<file path="src/rtl/mul_pkg.sv">
package mul_pkg;

    typedef enum logic [2:0] {
        OP_MUL_S   = 3'b000,
        OP_MUL_U   = 3'b001,
        OP_RD_HI   = 3'b010,
        OP_RD_LO   = 3'b011,
        OP_MUL_LOW = 3'b100
    } mul_op_e;

endpackage

</file>
<file path="src/rtl/mul_pp_gen.sv">
module mul_pp_gen #(
    parameter int WIDTH = 32
) (
    input  logic [WIDTH-1:0]                  mcand_i,
    input  logic [WIDTH-1:0]                  mplier_i,
    input  logic                              signed_i,
    output logic [WIDTH-1:0][2*WIDTH-1:0]     rows_o
);
    localparam int PW = 2 * WIDTH;

    logic [PW-1:0] mcand_ext;

    // Sign- or zero-extend the multiplicand to the full product width.
    always_comb begin
        if (signed_i) begin
            mcand_ext = {{WIDTH{mcand_i[WIDTH-1]}}, mcand_i};
        end else begin
            mcand_ext = {{WIDTH{1'b0}}, mcand_i};
        end
    end

    for (genvar i = 0; i < WIDTH; i++) begin : g_row
        logic [PW-1:0] gated;
        assign gated = (mcand_ext & {PW{mplier_i[i]}}) << i;
        if (i == WIDTH - 1) begin : g_top
            // The multiplier sign bit carries negative weight when signed.
            always_comb begin
                if (signed_i) begin
                    rows_o[i] = ~gated + {{(PW-1){1'b0}}, 1'b1};
                end else begin
                    rows_o[i] = gated;
                end
            end
        end else begin : g_mid
            assign rows_o[i] = gated;
        end
    end

endmodule

</file>
<file path="src/rtl/mul_adder_tree.sv">
module mul_adder_tree #(
    parameter int ROWS  = 32,
    parameter int SUM_W = 64
) (
    input  logic [ROWS-1:0][SUM_W-1:0] rows_i,
    output logic [SUM_W-1:0]           sum_o
);
    localparam int LEVELS = (ROWS > 1) ? $clog2(ROWS) : 0;
    localparam int LEAVES = 1 << LEVELS;

    for (genvar lv = 0; lv <= LEVELS; lv++) begin : g_lvl
        localparam int CNT = LEAVES >> lv;
        logic [SUM_W-1:0] s [CNT];
        for (genvar j = 0; j < CNT; j++) begin : g_node
            if (lv == 0) begin : g_leaf
                if (j < ROWS) begin : g_used
                    assign s[j] = rows_i[j];
                end else begin : g_pad
                    assign s[j] = '0;
                end
            end else begin : g_add
                assign s[j] = g_lvl[lv-1].s[2*j] + g_lvl[lv-1].s[2*j+1];
            end
        end
    end

    assign sum_o = g_lvl[LEVELS].s[0];

endmodule

</file>
<file path="src/rtl/mul_hilo_unit.sv">
module mul_hilo_unit
    import mul_pkg::*;
#(
    parameter int WIDTH = 32
) (
    input  logic             clk,
    input  logic             rst,
    input  logic             valid_i,
    input  logic [2:0]       op_i,
    input  logic [WIDTH-1:0] rs_i,
    input  logic [WIDTH-1:0] rt_i,
    output logic [WIDTH-1:0] result_o
);
    localparam int PW = 2 * WIDTH;

    typedef struct packed {
        logic [WIDTH-1:0] hi;
        logic [WIDTH-1:0] lo;
    } hilo_t;

    hilo_t                     st_d, st_q;
    logic                      sgn_sel;
    logic [WIDTH-1:0][PW-1:0]  pp_rows;
    logic [PW-1:0]             prod;
    logic [WIDTH-1:0]          hi_q, lo_q;
    logic [WIDTH-1:0]          result_d;
    mul_op_e                   op;

    assign op      = mul_op_e'(op_i);
    assign sgn_sel = (op_i != OP_MUL_U);

    mul_pp_gen #(.WIDTH(WIDTH)) u_pp (
        .mcand_i  (rs_i),
        .mplier_i (rt_i),
        .signed_i (sgn_sel),
        .rows_o   (pp_rows)
    );

    mul_adder_tree #(.ROWS(WIDTH), .SUM_W(PW)) u_tree (
        .rows_i (pp_rows),
        .sum_o  (prod)
    );

    always_comb begin
        st_d     = st_q;
        result_d = '0;
        if (valid_i) begin
            case (op)
                OP_MUL_S, OP_MUL_U: begin
                    st_d.hi = prod[PW-1:WIDTH];
                    st_d.lo = prod[WIDTH-1:0];
                end
                OP_RD_HI:   result_d = st_q.hi;
                OP_RD_LO:   result_d = st_q.lo;
                OP_MUL_LOW: result_d = prod[WIDTH-1:0];
                default:    result_d = '0;
            endcase
        end
    end

    always_ff @(posedge clk) begin
        if (rst) begin
            st_q <= '0;
        end else begin
            st_q <= st_d;
        end
    end

    assign hi_q     = st_q.hi;
    assign lo_q     = st_q.lo;
    assign result_o = result_d;

endmodule

</file>
<file path="config.mk">
export PLATFORM = sky130hd
export DESIGN_NAME = mul_hilo_unit
export DESIGN_NICKNAME = d
export VERILOG_FILES = /design/src/rtl/mul_pkg.sv /design/src/rtl/mul_pp_gen.sv /design/src/rtl/mul_adder_tree.sv /design/src/rtl/mul_hilo_unit.sv
export SDC_FILE = /design/constraint.sdc
export NUM_CORES = 2
export LEC_CHECK = 0
export CAP_MARGIN = 20
export CORE_ASPECT_RATIO = 1.4
export CORE_UTILIZATION = 41
export CTS_BUF_LIST = sky130_fd_sc_hd__clkbuf_16
export CTS_CLUSTER_SIZE = 8
export DETAILED_ROUTE_END_ITERATION = 16
export HOLD_SLACK_MARGIN = 0.15
export RECOVER_POWER = 50
export SYNTH_ARGS = -nofsm -noshare
export SYNTH_HDL_FRONTEND = slang
export SYNTH_SLANG_ARGS = --single-unit
</file>
<file path="constraint.sdc">
create_clock -name clk -period 27.1 [get_ports clk]
set_input_delay 6.775 -clock clk [delete_from_list [all_inputs] [get_ports clk]]
set_output_delay 6.775 -clock clk [all_outputs]
set_load 0.01 [all_outputs]
</file>
=== Yosys cells after proc, flatten, opt, wreduce, memory -nomap -nowiden ===
Cells that the tools add are included.

* Reductions and logical operators: 3
* Bitwise gates (word level): 33
* Shifts and indexed selects: 0
* Equal/unequal tests: 5
* $mul: 0
* Mux-type cells: 4
* $lt $le $gt $ge: 0
* Add/sub/neg operators: 32
* Divide/modulo/power cells: 0

{| class="wikitable"
|+ Operator list
! cell !! number
|-
| $add 64x64->64 || 31
|-
| $mux 64 || 2
|-
| $pmux 32 s3 || 1
|-
| $add 64x1->64 const B || 1
|-
| $and 64x64->64 || 1
|-
| $not 64->64 || 1
|-
| $and 63x63->63 || 1
|-
| $and 62x62->62 || 1
|-
| $and 61x61->61 || 1
|-
| $and 60x60->60 || 1
|-
| $and 59x59->59 || 1
|-
| $and 58x58->58 || 1
|-
| $and 57x57->57 || 1
|-
| $and 56x56->56 || 1
|-
| $and 55x55->55 || 1
|-
| $and 54x54->54 || 1
|-
| $and 53x53->53 || 1
|-
| $and 52x52->52 || 1
|-
| $and 51x51->51 || 1
|-
| $and 50x50->50 || 1
|-
| $and 49x49->49 || 1
|-
| $and 48x48->48 || 1
|-
| $and 47x47->47 || 1
|-
| $and 46x46->46 || 1
|-
| other kinds (21) || 22
|}

* Memories kept: 0
* Bits in writable memories: 0
* Latch bits: 0
* Register bits after elaboration: 64
* ROM bits: 0

=== Depth between registers and ports, before layout ===
* Depth in word-level cells: 13
* Gate-level depth with buffers: 36

=== Modules after synthesis ===
A second synthesis with hierarchy kept.

* Cells, all modules: 8,015
* Area, all modules: 70,908.0 µm²

{| class="wikitable"
|+ Modules (own cells, without submodules)
! module !! sequential area each (µm²) !! cells each !! times used !! area an instance (µm²)
|-
| mul_adder_tree || 0.0 || 5,181 || 1 || 51,922.3
|-
| mul_pp_gen || 0.0 || 2,398 || 1 || 15,786.4
|-
| mul_hilo_unit || 1,281.2 || 436 || 1 || 3,199.3
|}

=== Least setup slack after synthesis ===
No wires, ideal clock.

* Path kind: input to output
* Start point: input rs_i[3]
* End point: output result_o[29]
* Arrival: 13.211 ns
* Path slack: 7.114 ns
* Buffers on the path: 3
* Cell stages on the path: 26
* Required time: 20.325 ns
* Cells stage by stage: clkbuf_1 clkbuf_1 nand2_1 fa_1 inv_1 fa_1 fa_1 inv_1 fa_1 fa_1 fa_1 inv_1 fa_1 ha_1 ha_1 buf_6 and3_1 a221o_1 a21oi_1 o31a_4 o21bai_1 a21oi_1 o21ai_0 xor2_1 a21oi_1 nor2b_1

* Cells in the longest elaborated chain, start to end: 9
* Elaborated cells between the ends (all ways): 58
* Those cells by class: add/sub: 28; mux: 3; bitwise: 27

{| class="wikitable"
|+ RTL lines
! element !! RTL line !! text
|-
| start, declared || mul_hilo_unit.sv:10 || <nowiki>input logic [WIDTH-1:0] rs_i,</nowiki>
|-
| $mux 64 (*) || mul_pp_gen.sv:15 || <nowiki>if (signed_i) begin</nowiki>
|-
| $and 64x64->64, or another cell as far along || mul_pp_gen.sv:24 || <nowiki>assign gated = (mcand_ext & {PW{mplier_i[i]}}) << i;</nowiki>
|-
| $add 64x64->64 (4 in series) || mul_adder_tree.sv:22 || <nowiki>assign s[j] = g_lvl[lv-1].s[2*j] + g_lvl[lv-1].s[2*j+1];</nowiki>
|-
| $add 64x64->64 (*) || mul_adder_tree.sv:22 ||
|-
| $pmux 32 s3 (*) || mul_hilo_unit.sv:48 || <nowiki>case (op)</nowiki>
|-
| $mux 32 (*) || mul_hilo_unit.sv:47 || <nowiki>if (valid_i) begin</nowiki>
|-
| end, declared || mul_hilo_unit.sv:12 || <nowiki>output logic [WIDTH-1:0] result_o</nowiki>
|}

Every way passes the cells marked *; elsewhere a longest branch is shown, timed or not.

=== Final worst setup path ===
* Start point: input rt_i[2]
* End point: output result_o[29]

* Cells in the longest elaborated chain, start to end: 8

{| class="wikitable"
|+ RTL lines
! element !! RTL line !! text
|-
| start, declared || mul_hilo_unit.sv:11 || <nowiki>input logic [WIDTH-1:0] rt_i,</nowiki>
|-
| $and 62x62->62 || mul_pp_gen.sv:24 ||
|-
| $add 64x64->64 (5 in series) || mul_adder_tree.sv:22 ||
|-
| $pmux 32 s3 || mul_hilo_unit.sv:48 ||
|-
| $mux 32 || mul_hilo_unit.sv:47 ||
|}

Every way passes these cells.

==> results.md <==
- Status: finished, violations left
- Failing checks: capacitance limit, slew limit
- Total number of vias: 28.9k
- Area Overhead vs Synth: 5.90%
- Slowest CP cell: clkbuf_1
- CP arrival: 15.92 ns
- RR Endpoint: hi_q[1]
- Startpoint types: primary input
- Hold Crit Start: hi_q[6]
- Max clock buf depth: 2
- Full die area: 96600 um^2
- WHS: 0.453 ns
- Wirelength per Cell: 18.9 um
- CORE AREA: 94200 um^2
- RSZ-0062 raised after global routing: no
- Fin crit period: 22.70 ns
- Share of cells above drive strength 1: 0.0251
- Root buf cell: clkbuf_16
- Post-cts resize count: 0
- H-Tree Depth: 3
- RR Startpoint: hi_q[1]
- PortBufs: 101
- Post-synth top flop: dfxtp_1
- N_diodes: 0
- Met2 routed WL: 56.3 mm
- First-pass GRT wire length: 176 mm
- Final Max Slew Viols: 92
- Total grt overflow: 0
- Final hold violations: 0
- Syn avg cell area: 8.66 um^2
- Period utilisation layout: 0.837
- CTS tree: done
- Worst reg2reg path depth: 3
- Overall Global Routing Usage: 0.231
- Crit-path max cell delay: 1.47 ns
- Most frequent cells in the layout: 1115 x inv_1, 1060 x fa_1, 940 x nand2_1
- ANT nets after route: 0
- # clock sinks: 64
- DR pass1 iterations: 5
- Initial core utilization: 0.415
- Library cells used by synthesis: 80
- Hold Crit Class: reg2reg
- Met1 wire length: 42.6 mm
- Yosys warns: 0
- Required @ worst endpoint: 20.32 ns
- Cell taking the most area after synthesis: fa_1
- Skew-Pair Late Insertion Delay: 0.33 ns
- Via/cell ratio: 5.13
- Number of top-level pins: 102
- Syn Inst Count: 4514
- Area contributors post-synth: fa_1 54%, inv_1 11%, nand2_1 9.0%, ha_1 5.1%, and2_1 3.9%
- Max Cap Viol: 2
- CP dominant cell by count: fa_1
- Commonest non-fill, non-tap cell in the layout: inv_1
- Crit path capture: result_o[29]
- Register area share after synthesis: 0.0328
- CP endpoint kind: output port
- Vias in the first global route: 31.9k
- CTS Buf Count: 9
- Die span in y: 367 um
- Final setup violation count: 0
- RD Place Congestion: 0.878
- Synth top area share: 0.543
- Syn_nets: 5802
- Setup Total Neg Slack: 0 ns
- Post-synth EDFFs: 0
- Final clock skew: 0 ns
- Setup crit start: rt_i[2]
- Met3 wire length: 5.12 mm
- # rows: 133
- Clock input transition at the sequential cells of the worst setup and hold paths: 0.05 ns
- Die W: 263 um
- Initial DRC Count: 1477
- #FFs+latches synth: 64
- R2r setup slk: 26.18 ns
- Max FO, Critical Path: 33
- Relative slew slack: -0.706
- Residual DRC: 0
- Post-CTS setup buffers: 0
- Worst-Margin Slew: 2.56 ns
- Final nets: 5713
- Detailed Route WL: 107 mm
- Initial antenna violation count: 0
- Largest net degree at the start of global routing: 71
- Post-synthesis instance area: 39100 um^2
- Uppermost layer routed: met4
- Placed wire-length estimate: 86.4 mm
- Synth async-reset ratio: 0
- Fmax: 0.0441 GHz
- Setup Crit Path Kind: in2out
- Hold-fix buffers at CTS: 0
stage by stage:
step           setup WS [ns]  instances  area (um^2)  utilization
3_3_place_gp            5.58       5628        41100        0.436
2_1_floorplan           7.11       4514        39100            -
3_5_place_dp            5.60       5629        41100        0.436
4_1_cts                 5.57       5645        41400        0.440
5_1_grt                 3.96       5645        41400        0.439
6_report                4.40       5645        41400        0.439
cells by family (layout without fill, tap and decap cells):
group,Yosys count,after routing,share of synthesized area
xor+xnor,94,94,0.0211
mux,32,32,0.00819
simple gates,1399,1399,0.158
compound gates,319,319,0.0525
flops,64,64,0.0328
fa+ha+maj,1218,1218,0.593
buf+inv,1388,1304,0.134
critical path: cells and delay by family:
family          cells  cell delay [ns]
fa+ha+maj           9             4.28
simple gates        3             0.60
buf+inv             6             2.70
compound gates      7             1.23
xor+xnor            1             0.31
sequential cells by signal, summed over array words and instances (netlist names):
signal	flops
hi_q	32
lo_q	32
worst min path at each step:
stage          endpoint  slack [ns]  cells after the start
3_3_place_gp   hi_q[17]        0.44                      2
4_1_cts        lo_q[15]        0.46                      2
3_5_place_dp   lo_q[15]        0.45                      2
6_report        hi_q[6]        0.45                      2
5_1_grt        hi_q[21]        0.47                      2
2_1_floorplan  hi_q[22]        0.43                      2
cell usage after synthesis, types with 3 or more instances:
library cell  number
o221ai_1           3
clkbuf_1         259
buf_1              5
nor2_1            88
nor3_1            11
mux2i_1           32
nor4_1             4
fa_1            1060
o21a_1            10
nor2b_1           29
a31oi_1            9
buf_2              3
and3_1            19
inv_1           1115
o211ai_1           4
or3_1              5
or4_1              5
o21ai_0           34
a211oi_1           8
a211o_1            3
a21o_2             3
xor2_1            31
a22o_1             3
o21bai_1           8
a21o_1            26
xnor2_1           63
dfxtp_1           64
o31ai_1            5
a21oi_2            3
nand3_1           26
and2_1           241
nand4_1            8
o22ai_1            6
ha_1             158
o21ai_1            9
a21oi_1          147
nand3b_1           4
nand2_1          940
a21boi_0           3
nand2b_1           7
metal layers:
layer	track usage	vias to the layer above
met3	0.0198	148
met2	0.421	771
met5	0	-
met4	0.0580	0
met1	0.294	15300
li1	-	12700
area by class of cell:
type                       instances  area [um^2]
clock inverter                     7          125
clock buffer                       9          225
sequential                        64         1280
multi-input combinational       3062        32500
tap                             1215         1520
inverter                        1115         4190
fill                            9340        52800
timing repair buffer             173         1530
Power is left out: the tool's default activity adds up to more than one toggle a clock period on the data nets, which glitch-free logic cannot reach.
